==> src/rtl/timebase_pkg.sv <==
package timebase_pkg;
  localparam int unsigned ADDR_W = 2;

  localparam logic [ADDR_W-1:0] ADDR_CTRL  = 2'd0;
  localparam logic [ADDR_W-1:0] ADDR_DIV   = 2'd1;
  localparam logic [ADDR_W-1:0] ADDR_LIMIT = 2'd2;
  localparam logic [ADDR_W-1:0] ADDR_REP   = 2'd3;

  localparam int unsigned BIT_EN   = 0;
  localparam int unsigned BIT_UBLK = 1;
  localparam int unsigned BIT_FORCE = 2;

  typedef struct packed {
    logic enable;
    logic upd_block;
  } ctrl_t;
endpackage

==> src/rtl/timebase_regs.sv <==
module timebase_regs
  import timebase_pkg::*;
#(
  parameter int unsigned DATA_W = 16,
  parameter int unsigned CNT_W  = 16,
  parameter int unsigned PSC_W  = 16,
  parameter int unsigned REP_W  = 8
) (
  input  logic              clk,
  input  logic              rst_n,
  input  logic              wr_en,
  input  logic [ADDR_W-1:0] wr_addr,
  input  logic [DATA_W-1:0] wr_data,
  input  logic              upd_evt,
  output logic              enable,
  output logic              upd_block,
  output logic              force_upd,
  output logic [PSC_W-1:0]  div_act,
  output logic [CNT_W-1:0]  lim_act,
  output logic [REP_W-1:0]  rep_act
);
  ctrl_t             ctrl_q, ctrl_d;
  logic [PSC_W-1:0]  div_stg_q, div_stg_d;
  logic [CNT_W-1:0]  lim_stg_q, lim_stg_d;
  logic [REP_W-1:0]  rep_stg_q, rep_stg_d;
  logic [PSC_W-1:0]  div_act_q;
  logic [CNT_W-1:0]  lim_act_q;
  logic [REP_W-1:0]  rep_act_q;

  logic sel_ctrl, sel_div, sel_lim, sel_rep;

  assign sel_ctrl = wr_en && (wr_addr == ADDR_CTRL);
  assign sel_div  = wr_en && (wr_addr == ADDR_DIV);
  assign sel_lim  = wr_en && (wr_addr == ADDR_LIMIT);
  assign sel_rep  = wr_en && (wr_addr == ADDR_REP);

  assign force_upd = sel_ctrl && wr_data[BIT_FORCE];

  always_comb begin
    ctrl_d           = ctrl_q;
    ctrl_d.enable    = wr_data[BIT_EN];
    ctrl_d.upd_block = wr_data[BIT_UBLK];
    div_stg_d        = wr_data[PSC_W-1:0];
    lim_stg_d        = wr_data[CNT_W-1:0];
    rep_stg_d        = wr_data[REP_W-1:0];
  end

  always_ff @(posedge clk or negedge rst_n) begin
    if (!rst_n) begin
      ctrl_q    <= '0;
      div_stg_q <= '0;
      lim_stg_q <= '0;
      rep_stg_q <= '0;
    end else begin
      if (sel_ctrl) ctrl_q    <= ctrl_d;
      if (sel_div)  div_stg_q <= div_stg_d;
      if (sel_lim)  lim_stg_q <= lim_stg_d;
      if (sel_rep)  rep_stg_q <= rep_stg_d;
    end
  end

  // Active copies load from staging only on an update event.
  always_ff @(posedge clk or negedge rst_n) begin
    if (!rst_n) begin
      div_act_q <= '0;
      lim_act_q <= '0;
      rep_act_q <= '0;
    end else if (upd_evt) begin
      div_act_q <= div_stg_q;
      lim_act_q <= lim_stg_q;
      rep_act_q <= rep_stg_q;
    end
  end

  assign enable    = ctrl_q.enable;
  assign upd_block = ctrl_q.upd_block;
  assign div_act   = div_act_q;
  assign lim_act   = lim_act_q;
  assign rep_act   = rep_act_q;

  // a staging write without an update leaves the active copies untouched
  assert_stage_only_R6: assert property (@(posedge clk) disable iff (!rst_n)
    (wr_en && (wr_addr != ADDR_CTRL) && !upd_evt) |=>
      ($stable(div_act_q) && $stable(lim_act_q) && $stable(rep_act_q)));
endmodule

==> src/rtl/timebase_presc.sv <==
module timebase_presc #(
  parameter int unsigned PSC_W = 16
) (
  input  logic             clk,
  input  logic             rst_n,
  input  logic             enable,
  input  logic             restart,
  input  logic [PSC_W-1:0] div_act,
  output logic             tick
);
  logic [PSC_W-1:0] pc_q, pc_d;
  logic             pc_ce;
  logic             at_end;

  assign at_end = (pc_q == div_act);
  assign tick   = enable && at_end;
  assign pc_ce  = enable || restart;

  always_comb begin
    if (restart || at_end) pc_d = '0;
    else                   pc_d = pc_q + 1'b1;
  end

  always_ff @(posedge clk or negedge rst_n) begin
    if (!rst_n)     pc_q <= '0;
    else if (pc_ce) pc_q <= pc_d;
  end

  // the prescaler phase never passes the active division setting
  assert_phase_bound_R2: assert property (@(posedge clk) disable iff (!rst_n)
    pc_q <= div_act);

  // an update restarts the prescaler phase
  assert_phase_restart_R4: assert property (@(posedge clk) disable iff (!rst_n)
    restart |=> (pc_q == '0));
endmodule

==> src/rtl/timebase_count.sv <==
module timebase_count #(
  parameter int unsigned CNT_W = 16,
  parameter int unsigned REP_W = 8
) (
  input  logic             clk,
  input  logic             rst_n,
  input  logic             tick,
  input  logic             force_upd,
  input  logic             upd_block,
  input  logic [CNT_W-1:0] lim_act,
  input  logic [REP_W-1:0] rep_act,
  output logic             upd_evt,
  output logic [CNT_W-1:0] count,
  output logic             ovf_pulse,
  output logic             upd_pulse
);
  logic [CNT_W-1:0] cnt_q, cnt_d;
  logic [REP_W-1:0] rep_q, rep_d;
  logic             cnt_ce, rep_ce;
  logic             wrap, rep_last;
  logic             ovf_q, upd_q;

  assign wrap     = tick && (cnt_q == lim_act);
  assign rep_last = (rep_q == rep_act);
  assign upd_evt  = force_upd || (wrap && !upd_block && rep_last);

  assign cnt_ce = tick || upd_evt;
  assign rep_ce = upd_evt || (wrap && !upd_block);

  always_comb begin
    if (upd_evt || wrap) cnt_d = '0;
    else                 cnt_d = cnt_q + 1'b1;
  end

  always_comb begin
    if (upd_evt) rep_d = '0;
    else         rep_d = rep_q + 1'b1;
  end

  always_ff @(posedge clk or negedge rst_n) begin
    if (!rst_n)      cnt_q <= '0;
    else if (cnt_ce) cnt_q <= cnt_d;
  end

  always_ff @(posedge clk or negedge rst_n) begin
    if (!rst_n)      rep_q <= '0;
    else if (rep_ce) rep_q <= rep_d;
  end

  always_ff @(posedge clk or negedge rst_n) begin
    if (!rst_n) begin
      ovf_q <= 1'b0;
      upd_q <= 1'b0;
    end else begin
      ovf_q <= wrap;
      upd_q <= upd_evt;
    end
  end

  assign count     = cnt_q;
  assign ovf_pulse = ovf_q;
  assign upd_pulse = upd_q;

  // the count never exceeds the active limit
  assert_within_limit_R2: assert property (@(posedge clk) disable iff (!rst_n)
    cnt_q <= lim_act);

  // an overflow pulse coincides with a count of zero
  assert_ovf_at_zero_R2: assert property (@(posedge clk) disable iff (!rst_n)
    ovf_q |-> (cnt_q == '0));

  // repetition progress stays within the active repetition setting
  assert_rep_bound_R3: assert property (@(posedge clk) disable iff (!rst_n)
    rep_q <= rep_act);

  // a forced update pulses the output and clears the count
  assert_force_R4: assert property (@(posedge clk) disable iff (!rst_n)
    force_upd |=> (upd_q && (cnt_q == '0)));

  // a blocked overflow produces no update
  assert_blocked_R5: assert property (@(posedge clk) disable iff (!rst_n)
    (wrap && upd_block && !force_upd) |=> !upd_q);

  // without a tick or an update the count holds
  assert_hold_R7: assert property (@(posedge clk) disable iff (!rst_n)
    (!tick && !upd_evt) |=> $stable(cnt_q));

  // a zero limit pins the count to zero
  assert_zero_limit_R8: assert property (@(posedge clk) disable iff (!rst_n)
    (lim_act == '0) |-> (cnt_q == '0));
endmodule

==> src/rtl/upcount_timebase.sv <==
module upcount_timebase
  import timebase_pkg::*;
#(
  parameter int unsigned DATA_W = 16,
  parameter int unsigned CNT_W  = 16,
  parameter int unsigned PSC_W  = 16,
  parameter int unsigned REP_W  = 8
) (
  input  logic              clk,
  input  logic              rst_n,
  input  logic              wr_en,
  input  logic [ADDR_W-1:0] wr_addr,
  input  logic [DATA_W-1:0] wr_data,
  output logic [CNT_W-1:0]  count,
  output logic              ovf_pulse,
  output logic              upd_pulse
);
  logic             enable, upd_block, force_upd, upd_evt, tick;
  logic [PSC_W-1:0] div_act;
  logic [CNT_W-1:0] lim_act;
  logic [REP_W-1:0] rep_act;

  timebase_regs #(
    .DATA_W(DATA_W), .CNT_W(CNT_W), .PSC_W(PSC_W), .REP_W(REP_W)
  ) u_regs (
    .clk(clk), .rst_n(rst_n),
    .wr_en(wr_en), .wr_addr(wr_addr), .wr_data(wr_data),
    .upd_evt(upd_evt),
    .enable(enable), .upd_block(upd_block), .force_upd(force_upd),
    .div_act(div_act), .lim_act(lim_act), .rep_act(rep_act)
  );

  timebase_presc #(.PSC_W(PSC_W)) u_presc (
    .clk(clk), .rst_n(rst_n),
    .enable(enable), .restart(upd_evt), .div_act(div_act),
    .tick(tick)
  );

  timebase_count #(.CNT_W(CNT_W), .REP_W(REP_W)) u_count (
    .clk(clk), .rst_n(rst_n),
    .tick(tick), .force_upd(force_upd), .upd_block(upd_block),
    .lim_act(lim_act), .rep_act(rep_act),
    .upd_evt(upd_evt),
    .count(count), .ovf_pulse(ovf_pulse), .upd_pulse(upd_pulse)
  );

  // outputs are quiet while reset is held
  always_comb begin
    if (!rst_n) assert_reset_quiet_R1: assert (count == '0 && !ovf_pulse && !upd_pulse);
  end

  // widths of the active registers fit the write data
  initial begin
    assert_widths_R9: assert (CNT_W <= DATA_W && PSC_W <= DATA_W && REP_W <= DATA_W);
  end
endmodule

==> config.mk <==
export PLATFORM = sky130hd
export DESIGN_NAME = upcount_timebase
export DESIGN_NICKNAME = d
export VERILOG_FILES = /design/src/rtl/timebase_pkg.sv /design/src/rtl/timebase_regs.sv /design/src/rtl/timebase_presc.sv /design/src/rtl/timebase_count.sv /design/src/rtl/upcount_timebase.sv
export SDC_FILE = /design/constraint.sdc
export NUM_CORES = 1
export LEC_CHECK = 0
export CAP_MARGIN = 20
export CORE_MARGIN = 5
export CORE_UTILIZATION = 64
export CTS_CLUSTER_DIAMETER = 80
export DETAILED_ROUTE_END_ITERATION = 8
export MAX_ROUTING_LAYER = met4
export PLACE_DENSITY = 0.95
export SLEW_MARGIN = 30
export SYNTH_ARGS = -nofsm -noshare
export SYNTH_HDL_FRONTEND = slang
export SYNTH_HIERARCHICAL = 1
export SYNTH_SLANG_ARGS = --single-unit
==> constraint.sdc <==
create_clock -name clk -period 7 [get_ports clk]
set_clock_uncertainty 0.2 [all_clocks]
set_input_delay 1.4 -clock clk [delete_from_list [all_inputs] [get_ports clk]]
set_output_delay 1.4 -clock clk [all_outputs]
set_load 0.01 [all_outputs]
==> Word-level counts from Yosys, hierarchy flattened <==
Index checks and enable logic that the tools add are counted.
{ "word_totals": {"register_bits": 124, "inputBits": 21, "out_inout_bits": 18, "word_cells": 42} }
{ "classes": {"addsub": 3, "eq_ne": 6, "muxes": 3, "n_reduce_logical": 17} }
{ "ops": {"columns": ["op", "count"], "rows": [
  ["$add 16x1->16 const B", 2],
  ["$eq 16x16->1", 2],
  ["$mux 16", 2],
  ["$logic_and 1x1->1", 9],
  ["$add 8x1->8 const B", 1],
  ["$eq 8x8->1", 1],
  ["$mux 8", 1],
  ["$logic_or 1x1->1", 6],
  ["$eq 2x2->1 const B", 2],
  ["$eq 2x1->1 const B", 1],
  ["$logic_not 2->1", 1],
  ["$logic_not 1->1", 1]
]} }

==> Logic depth before layout (Yosys ltp) <==
Gate-level depths: netlist of the first run.
{ "logic_depth": {"word_depth": 8, "ltp_mapped": 16, "depth_no_buf": 12} }

==> Modules after synthesis <==
The synthesis of the first run kept the hierarchy.
{ "by_module_without_submodules": {"columns": ["mod", "instances", "cells_per_inst", "area_each_um2", "seq_area_each_um2"], "rows": [
  ["timebase_regs", 1, 175, 3161.8, 2052.0],
  ["timebase_count", 1, 191, 1694.1, 650.6],
  ["timebase_presc", 1, 111, 1106.1, 400.4]
]} }

==> Worst setup path before layout of the first run <==
Ideal clock, no wire load.
{ "synth_path": {"path_kind": "reg2reg", "from": "register u_presc.pc_q[3]", "to": "register u_presc.pc_q[14]", "setup_ns": 0.094, "arrival_ns": 3.849, "required_time_ns": 6.706, "slack_ns": 2.857, "path_stages_with_launch": 17, "n_path_buf": 4, "synth_period_minus_slack_ns": 4.143, "cell_sequence": "dfrtp_1 > buf_6 > xnor2_1 > nand4_1 > nor4_4 > buf_6 > and2_1 > nand2_1 > nor3_2 > nand2_2 > buf_2 > o41ai_1 > buf_2 > o211ai_2 > nor4_2 > xnor2_1 > a211oi_1"} }
{ "synth_between": {"elab_chain_len": 8, "elab_cells_between_ends": 10, "cone_classes": "add/sub (1); eq/ne (1); mux (1); reduce/logical (7)"} }
{ "synth_lines": {"columns": ["item", "line", "rtl"], "rows": [
  ["from (decl)", "timebase_presc.sv:11", "logic [PSC_W-1:0] pc_q, pc_d;"],
  ["from (signal assigned)", "timebase_presc.sv:26", "else if (pc_ce) pc_q <= pc_d;"],
  ["$eq 16x16->1 (*)", "timebase_presc.sv:15", "assign at_end = (pc_q == div_act);"],
  ["$logic_and 1x1->1 (*)", "timebase_presc.sv:16", "assign tick = enable && at_end;"],
  ["net tick", "upcount_timebase.sv:18", "logic enable, upd_block, force_upd, upd_evt, tick;"],
  ["$logic_and 1x1->1 (*)", "timebase_count.sv:23", "assign wrap = tick && (cnt_q == lim_act);"],
  ["$logic_and 1x1->1 (*) (2 in a row)", "timebase_count.sv:25", "assign upd_evt = force_upd || (wrap && !upd_block && rep_last);"],
  ["$logic_or 1x1->1 (*)", "timebase_count.sv:25", null],
  ["net upd_evt", "upcount_timebase.sv:18", null],
  ["$logic_or 1x1->1", "timebase_presc.sv:20", "if (restart || at_end) pc_d = '0;"],
  ["$mux 16", "timebase_presc.sv:20", null]
]} }
Mark *: on every way through the listed nets, which the timed path passes. The rest lies on a longest branch.
A chain may end at the register's enable or synchronous reset.

==> Final worst setup path of the first run <==
{ "layout_path": {"from": "register u_presc.pc_q[3]", "to": "register u_presc.pc_q[11]"} }
Same word-level chain as after synthesis.

==> key figures, run 1 <==
Run status
  • Status: complete, no violations

Die
  • Die Span X: 107 µm
  • Die H: 107 µm
  • Core Area: 0.00915 mm²
  • Initial Utilization: 65.1%
  • Io pins: 39
  • DIE AREA: 0.0113 mm²
  • Rows: 35

Cells and area
  • Fin nets: 539
  • ANT cells: 0
  • Register Area: 0.00310 mm²
  • Layout cell share with drive strength beyond 1: 25.2%
  • Multi-input gate area: 0.00270 mm²
  • Filler cells: 546
  • Area delta synth->final: 16.4%

Clocking
  • Post_cts resized: 0
  • Clk buf depth: 2
  • H-tree levels: 4
  • TritonCTS clock tree: yes
  • Clk slew on worst S/H paths: 0.06 ns
  • Setup bufs post-CTS: 0
  • CTS buffer count: 17
  • Clk_lat worst skew: 0.53 ns
  • Hold_buf cts: 0
  • Clk sinks: 124
  • CTS root buffer: clkbuf_8

Route
  • Antenna-violating nets left: 0
  • First drt pass iteration count: 5
  • Drt total wl: 13800 µm
  • Via count of the routed design: 4074
  • Detailed-route wire length per cell: 21.5 µm
  • Routed vias/inst: 6.38
  • Drc violations: 0
  • Iteration-0 DRC Markers: 308

Critical path
  • Most Frequent Cell on Critical Path: xnor2_1
  • CP max stage delay: 0.83 ns
  • CP top delay family: simple AND/OR/NAND/NOR gates
  • Critical path, cell by cell: xnor2_1, nand4_1, nor4_4, and2_1, nand2_1, nor3_2, nand2_2, o41ai_2, o2111ai_1, nor4_1, xnor2_1, a211oi_1
  • Setup crit end kind: register
  • Crit-path slowest cell: nor4_4
  • Crit path kind: register to register
  • Buf/Inv on CP: 0
  • Worst EP arrival: 5.54 ns
  • WP data required: 7.20 ns
  • CP Max Fanout: 17
  • Startpoint type of the worst setup path: register

Power and ir drop
  • Lkg Pwr: 2.86 nW
  • Power per cell area: 322 mW/mm²
  • Total Power: 0.00223 W
  • Peak supply drop: 0.216 mV

Synthesis
  • Most common cell in the netlist: dfrtp_1
  • Largest cells by area after synthesis: dfrtp_1, mux2_2, xnor2_1, mux2_4, nand4_1
  • Top cells by count, synth: dfrtp_1, mux2_2, xnor2_1
  • Sequential fraction of the synthesis area: 52.0%
  • Synth Cell Area: 0.00596 mm²
  • Distinct cell type count after synthesis: 52
  • Synth area leader: dfrtp_1
  • Flops & latches, synth: 124
  • Main flop type after synthesis: dfrtp_1
  • Synth warn: 6
  • Cells after synthesis: 477
  • EDFF count, synth: 0
  • Asr flop ratio synth: 100%
  • Mapped Avg Cell Area: 12.5 µm²
  • Post-synth top area share: 52.0%
  • Net count after synthesis: 501

Job
  • Max-cap violations: 0

Timing
  • Fin crit period: 5.34 ns
  • RSZ-0062 raised after global routing: no
  • Setup TNS: 0 ns
  • Final Hold Viols: 0
  • Final Cycle Share: 76.3%
  • Max Freq: 187 MHz
  • Pins over their slew limit: 0
  • Max-slew headroom: 41.6%
  • Setup Viol. Count Final: 0
  • Slew @ Worst Pin: 0.869 ns

Global routing
  • Global-route wire length before repair: 22400 µm
  • Initial antenna violation count: 0
  • Largest net degree at the start of global routing: 68
  • Gr usage total: 26.4%
  • Number of global-route vias before repair: 4260
  • GRT overflow: 0

Placement
  • Final HPWL DP: 8710 µm
  • # port buffers: 38
  • Final GP Congestion: 0.851

Worst hold path
  • Hold Crit Class: register to register
==> per-stage QoR <==
step	cell area [µm²]	std cells	hold WS (ns)	utilization, %	setup WS [ns]
after floorplan	5960	477	0.274	-	2.86
after global placement	6380	607	0.281	69.7	2.26
after detailed placement	6380	607	0.291	69.7	2.05
after CTS	6940	639	0.304	75.8	1.79
after global routing	6940	639	0.315	75.8	1.39
final	6940	639	0.301	75.8	1.66
==> power breakdown <==
| group | switching (W) | total (W) | internal [W] |
|---|---|---|---|
| combinational | 0.000165 | 0.000398 | 0.000233 |
| sequential | 0.000148 | 0.00102 | 0.000868 |
| clock | 0.000308 | 0.000820 | 0.000512 |
==> path summary, 6_finish.rpt <==
| path | startpoint | endpoint | slack, ns | depth (start not counted) |
|---|---|---|---|---|
| setup / recovery | u_presc/pc_q[3] | u_presc/pc_q[11] | 1.66 | 12 |
| max in group asynchronous | rst_n | u_regs/div_act[7] | 4.55 | 2 |
| setup reg to reg | u_presc/pc_q[3] | u_presc/pc_q[11] | 1.66 | 12 |
| min in group asynchronous | rst_n | u_regs/div_stg_q[6] | 0.79 | 1 |
| hold / removal | u_regs/rep_stg_q[4] | u_regs/rep_stg_q[4] | 0.30 | 1 |
| hold reg to reg | u_regs/rep_stg_q[4] | u_regs/rep_stg_q[4] | 0.30 | 1 |
==> layer usage <==
layer	track usage, %	part of all wire [%]	vias up	wire, µm
met5	-	0	-	0
met4	7.49	1.9	0	268
met3	6.62	5.6	28	771
met2	43.8	51	177	7000
met1	32.5	42	2065	5710
li1	-	-	1804	-
==> cell type report <==
class	count	share of cell area, %
clock inverters	12	1.77
repair buffers	40	5.66
well taps	111	2.00
multi-input cells	320	38.9
flip-flops and latches	124	44.7
clock buffers	20	6.28
inverters	12	0.649
==> flip-flops by register name (all words and copies together), names as in the netlist <==
register,flops
u_regs/upd_block,1
u_regs/rep_stg_q,8
u_regs/enable,1
u_count/upd_pulse,1
u_count/rep_q,8
u_count/ovf_pulse,1
u_regs/rep_act,8
u_regs/lim_stg_q,16
u_presc/pc_q,16
u_regs/lim_act,16
u_count/count,16
u_regs/div_stg_q,16
u_regs/div_act,16
==> cells in the final DEF (no fill, tap or decap), types with 3 or more instances in the layout <==
master	count
nor2b_1	3
o21ai_1	6
mux2_4	20
and3_1	5
nor3_1	6
clkbuf_16	16
dfrtp_1	124
xnor2_1	47
nand3_1	9
nand2_1	13
or3_1	6
o31ai_1	6
a21o_1	3
o21ai_0	6
nor4_1	3
nand2b_1	6
nor2_1	16
mux2_2	62
a211oi_1	14
ha_1	3
buf_4	3
inv_1	12
and2_1	3
clkinv_2	6
nor4_2	3
clkdlybuf4s50_1	37
a21oi_1	18
o22ai_1	4
nand4_1	17
xor2_1	7
nand3b_1	6
==> kinds of logic after synthesis <==
| kind of cell | Yosys count | synth area share, % |
|---|---|---|
| flip-flops | 124 | 52.0 |
| AND/OR/NAND/NOR | 113 | 12.4 |
| multiplexers | 83 | 16.9 |
| AO/OA/AOI/OAI | 67 | 7.28 |
| XOR/XNOR | 54 | 7.93 |
| buffers and inverters | 33 | 2.79 |
| adder cells (fa/ha/maj) | 3 | 0.630 |
(Power assumes the default switching activity.)
==> inputs of run 2 (changes only) <==
--- a/config.mk
+++ b/config.mk
@@ -7,11 +7,11 @@
 export LEC_CHECK = 0
 export CAP_MARGIN = 20
 export CORE_MARGIN = 5
-export CORE_UTILIZATION = 64
+export CORE_UTILIZATION = 59
 export CTS_CLUSTER_DIAMETER = 80
 export DETAILED_ROUTE_END_ITERATION = 8
 export MAX_ROUTING_LAYER = met4
-export PLACE_DENSITY = 0.95
+export PLACE_DENSITY = 0.91
 export SLEW_MARGIN = 30
 export SYNTH_ARGS = -nofsm -noshare
 export SYNTH_HDL_FRONTEND = slang
==> constraint.sdc (replaced) <==
create_clock -name clk -period 5.4 [get_ports clk]
set_clock_uncertainty 0.2 [all_clocks]
set_input_delay 1.08 -clock clk [delete_from_list [all_inputs] [get_ports clk]]
set_output_delay 1.08 -clock clk [all_outputs]
set_load 0.01 [all_outputs]
==> run 2 against run 1 <==
Effect of this change: critical path depth rose by 2; sequential power increased by 29%; global-route usage shrank 2.7 points; worst setup slack got worse by 0.73 ns; flip-flop and latch count unchanged; maximum frequency grew 19%; non-clock buffer count up 3; critical endpoint is now u_presc/pc_q[15]; largest power group unchanged.
==> key figures, run 2 (synthesized netlist as in run 1, its figures left out) <==
Die
  • Die Span X: 111 µm
  • DIE AREA: 0.0122 mm²
  • Rows: 36
  • Core Area: 0.00982 mm²
  • Io pins: 39
  • Die H: 111 µm
  • Initial Utilization: 60.7%

Worst hold path
  • Worst Hold Depth: 1
  • HP Start: u_regs/div_stg_q[9]
  • Min-Delay Endpoint: u_regs/div_act[9]
  • Hold Crit Class: register to register

Timing
  • Slew @ Worst Pin: 0.843 ns
  • Max Freq: 224 MHz
  • Fin crit period: 4.47 ns
  • Final Hold Viols: 0
  • Final Cycle Share: 82.8%
  • RSZ-0062 raised after global routing: no
  • Setup Viol. Count Final: 0
  • Setup TNS: 0 ns
  • Pins over their slew limit: 0
  • Setup ws final: 0.928 ns
  • Max-slew headroom: 43.6%

Route
  • Detailed-route wire length per cell: 20.1 µm
  • First drt pass iteration count: 5
  • Antenna-violating nets left: 0
  • Drc violations: 0
  • Drt total wl: 13400 µm
  • Iteration-0 DRC Markers: 345
  • Routed vias/inst: 6.15
  • Via count of the routed design: 4084

Clocking
  • Hold_buf cts: 0
  • Clk slew on worst S/H paths: 0.06 ns
  • Post_cts resized: 0
  • TritonCTS clock tree: yes
  • Setup bufs post-CTS: 0
  • Clk sinks: 124
  • Clk buf depth: 2
  • H-tree levels: 4
  • CTS root buffer: clkbuf_8
  • CTS buffer count: 17
  • Clk_lat worst skew: 0.51 ns

Critical path
  • Startpoint type of the worst setup path: register
  • CP Max Fanout: 17
  • Crit path kind: register to register
  • Critical path, cell by cell: xnor2_1, nand4_1, nor4_4, buf_4, and2_1, buf_4, nand2_1, nor3_2, nand2_2, o41ai_2, o2111ai_1, nor3_2, mux2i_1, a211oi_1
  • Worst Reg-to-Reg Cells: 14
  • Setup crit end kind: register
  • R2r setup slk: 0.93 ns
  • CP max stage delay: 0.56 ns
  • Critical R2R Capture: u_presc/pc_q[15]
  • Crit-path slowest cell: o41ai_2
  • Worst Setup SP: u_presc/pc_q[10]
  • R2R Path Start: u_presc/pc_q[10]
  • Worst EP arrival: 4.62 ns
  • WP data required: 5.55 ns

Run status
  • Status: complete, no violations

Cells and area
  • Commonest cells after routing, fill and taps aside: dfrtp_1, mux2_2, xnor2_1, clkdlybuf4s50_1, mux2_4
  • Fin nets: 542
  • Layout cell share with drive strength beyond 1: 25.2%
  • Area delta synth->final: 17.6%
  • Register Area: 0.00310 mm²
  • Filler cells: 653
  • Most common library cell in the layout ignoring fill and taps: dfrtp_1
  • ANT cells: 0
  • Multi-input gate area: 0.00270 mm²

Global routing
  • Initial antenna violation count: 0
  • Global-route wire length before repair: 22600 µm
  • Number of global-route vias before repair: 4239
  • Largest net degree at the start of global routing: 87
  • GRT overflow: 0
  • Gr usage total: 23.7%

Power and ir drop
  • Peak supply drop: 0.246 mV
  • Power per cell area: 418 mW/mm²
  • Lkg Pwr: 2.89 nW

Job
  • Max-cap violations: 0

Placement
  • Final HPWL DP: 8810 µm
  • Final GP Congestion: 0.852
  • # port buffers: 38
  • Pre-CTS WS: 1.11 ns
run 2: cell count changes in the layout (fill, tap and decap cells not counted), sizes merged:
| cell | previous run | this run |
|---|---|---|
| clkinv | 8 | 3 |
| buf | 3 | 6 |
| clkinvlp | 2 | 1 |
| clkbuf | 20 | 26 |
run 2: layout make-up:
class | instances | share of cell area [%]
inverters | 12 | 0.642
clock buffers | 26 | 7.10
well taps | 133 | 2.37
flip-flops and latches | 124 | 44.2
repair buffers | 43 | 5.98
clock inverters | 6 | 1.18
multi-input cells | 320 | 38.5
run 2: worst max path at each step:
stage                                     to  slack (ns)  cells past startpoint
final                       u_presc/pc_q[15]        0.93                     14
after global routing        u_presc/pc_q[15]        0.69                     14
after CTS                   u_presc/pc_q[15]        0.98                     14
after detailed placement  u_regs/lim_act[14]        1.11                     12
after global placement      u_presc/pc_q[15]        1.20                     14
after floorplan             u_presc/pc_q[14]        1.26                     16
run 2: power breakdown:
part | leakage [nW] | total (W) | switching, W | internal, W
Sequential | 1.54 | 0.00132 | 0.000192 | 0.00113
Combinational | 1.07 | 0.000516 | 0.000213 | 0.000302
Clock | 0.285 | 0.00110 | 0.000384 | 0.000716
Total | 2.89 | 0.00293 | 0.000789 | 0.00214
run 2: per-stage QoR:
stage | cell area, µm² | hold WS, ns | instances | utilization, % | total power, W
2_1_floorplan | 5960 | 0.274 | 477 | - | 0.00164
3_3_place_gp | 6430 | 0.282 | 632 | 65.5 | 0.00178
3_5_place_dp | 6430 | 0.287 | 632 | 65.5 | 0.00183
4_1_cts | 7010 | 0.301 | 664 | 71.4 | 0.00294
5_1_grt | 7010 | 0.316 | 664 | 71.4 | 0.00306
6_report | 7010 | 0.299 | 664 | 71.4 | 0.00293
run 2: critical path: cells and delay by family, from the launching register on:
family	cells	cell delay, ns
flops	1	0.45
mux	1	0.26
compound gates	3	1.05
simple gates	7	1.60
xor+xnor	1	0.29
buf+inv	2	0.44
run 2: metal layers:
metal,vias to the layer above,routed length (µm),global-route usage [%]
met2,170,6750,37.1
met4,0,271,8.70
met3,21,737,5.69
li1,1805,-,-
met1,2088,5610,30.4
met5,-,0,-
==> inputs of run 3 (changes only) <==
--- a/config.mk
+++ b/config.mk
@@ -7,11 +7,11 @@
 export LEC_CHECK = 0
 export CAP_MARGIN = 20
 export CORE_MARGIN = 5
-export CORE_UTILIZATION = 59
+export CORE_UTILIZATION = 53
 export CTS_CLUSTER_DIAMETER = 80
 export DETAILED_ROUTE_END_ITERATION = 8
 export MAX_ROUTING_LAYER = met4
-export PLACE_DENSITY = 0.91
+export PLACE_DENSITY = 0.87
 export SLEW_MARGIN = 30
 export SYNTH_ARGS = -nofsm -noshare
 export SYNTH_HDL_FRONTEND = slang
==> constraint.sdc (replaced) <==
create_clock -name clk -period 3.8 [get_ports clk]
set_clock_uncertainty 0.2 [all_clocks]
set_input_delay 0.76 -clock clk [delete_from_list [all_inputs] [get_ports clk]]
set_output_delay 0.76 -clock clk [all_outputs]
set_load 0.01 [all_outputs]
==> run 3 against run 2 <==
Effect of this change: clock power is 59% higher; critical path depth is 4 lower; count of clock-buffer cells in the layout is 7 lower; via count is 0.83% lower; worst hold slack worse by 0.17 ns; critical path type unchanged; highest routed layer unchanged.
==> key figures, run 3 (synthesized netlist as in run 1, its figures left out) <==
Route
  • Routed vias/inst: 6.01
  • Drc violations: 0
  • Detailed-route wire length per cell: 19.3 µm
  • Iteration-0 DRC Markers: 376
  • Drt total wl: 13000 µm
  • Via count of the routed design: 4050
  • Antenna-violating nets left: 0
  • First drt pass iteration count: 5

Clocking
  • H-tree levels: 4
  • CTS buffer count: 17
  • Clk buf depth: 2
  • Clk_lat worst skew: 0.41 ns
  • CTS root buffer: clkbuf_16
  • Hold_buf cts: 0
  • TritonCTS clock tree: yes
  • Clk sinks: 124
  • Clk slew on worst S/H paths: 0.05 ns

Critical path
  • Setup crit end kind: register
  • CP Max Fanout: 41
  • WP data required: 3.88 ns
  • Crit path kind: register to register
  • Worst EP arrival: 3.66 ns
  • Startpoint type of the worst setup path: register

Cells and area
  • Commonest cells after routing, fill and taps aside: dfrtp_1, mux2_2, xnor2_1, clkdlybuf4s50_1, mux2_4
  • ANT cells: 0
  • Final instance area: 0.00714 mm²
  • Fin nets: 546
  • Layout cell share with drive strength beyond 1: 26.4%
  • Area delta synth->final: 19.7%
  • Most common library cell in the layout ignoring fill and taps: dfrtp_1
  • Final core occ: 65.3%

Placement
  • Final HPWL DP: 8420 µm
  • Final GP Congestion: 0.831
  • DP Area: 0.00649 mm²
  • # port buffers: 38

Timing
  • Pins over their slew limit: 0
  • WHS: 0.131 ns
  • Final Hold Viols: 0
  • Max-slew headroom: 56.9%
  • RSZ-0062 raised after global routing: no
  • Fin crit period: 3.57 ns
  • Max Freq: 280 MHz
  • Setup TNS: 0 ns
  • Final Cycle Share: 94.1%
  • Slew @ Worst Pin: 0.645 ns
  • Setup Viol. Count Final: 0

Die
  • Initial Utilization: 54.5%
  • Rows: 38
  • Die Span X: 116 µm
  • DIE AREA: 0.0135 mm²
  • Io pins: 39
  • Die H: 116 µm
  • Core Area: 0.0109 mm²

Global routing
  • Largest net degree at the start of global routing: 87
  • Global-route wire length before repair: 21800 µm
  • Number of global-route vias before repair: 4229
  • GRT overflow: 0
  • Initial antenna violation count: 0
  • Gr usage total: 21.5%

Power and ir drop
  • Peak supply drop: 0.361 mV
  • Lkg Pwr: 2.95 nW
  • Power per cell area: 609 mW/mm²

Job
  • Max-cap violations: 0

Worst hold path
  • Hold Crit Class: input port to asynchronous set/reset pin

Run status
  • Status: complete, no violations
-- run 3: final timing paths --
kind,slack (ns),cells past startpoint,to,start
min,0.13,1,u_count/rep_q[7],rst_n
max reg2reg,0.23,10,u_regs/rep_act[6],u_presc/pc_q[9]
min reg2reg,0.30,1,u_regs/div_act[10],u_regs/div_stg_q[10]
max,0.23,10,u_regs/rep_act[6],u_presc/pc_q[9]
max in group asynchronous,2.44,2,u_regs/div_stg_q[14],rst_n
min in group clk,0.30,1,u_regs/div_act[10],u_regs/div_stg_q[10]
-- run 3: critical path: stages (launching register included) --
cell     delay (ns)
dfrtp_1        0.46
xnor2_1        0.19
nand4_1        0.16
nor4_4         0.34
and2_1         0.22
nand2_1        0.10
nor3_2         0.29
nand2_2        0.13
o41ai_4        0.37
buf_4          0.55
mux2_2         0.41
-- run 3: metrics by stage --
step	setup slack (ns)	instances	total power [W]
detailed placement	0.312	643	0.00259
finish	0.226	674	0.00435
floorplan	0.0766	477	0.00234
global route	0.0726	674	0.00453
global placement	0.466	643	0.00254
CTS	0.252	674	0.00436
-- run 3: routing by layer --
metal  GRT usage [%]  up-vias  part of all wire, %
met3            5.12       23                  5.0
met2            35.4      145                   51
met5               -        -                    0
met4            6.88        0                  2.0
met1            26.4     2064                   42
li1                -     1818                    -
-- run 3: area by class of cell --
cell class / count / area (µm²)
timing repair buffer: 47 / 458
tap: 140 / 175
clock inverter: 12 / 195
clock buffer: 19 / 443
fill: 737 / 3800
inverter: 12 / 45.0
multi-input combinational: 320 / 2720
sequential: 124 / 3100
-- run 3: timing repair --
action | CTS | global route
gates resized for setup | 0 | 1
setup buffers | 0 | 0
endpoints found under the setup margin | 0 | 3
hold endpoints to repair | 0 | 0
-- run 3: power breakdown --
part | internal [W] | switching, W
sequential | 0.00160 | 0.000257
clock | 0.00117 | 0.000573
combinational | 0.000434 | 0.000312
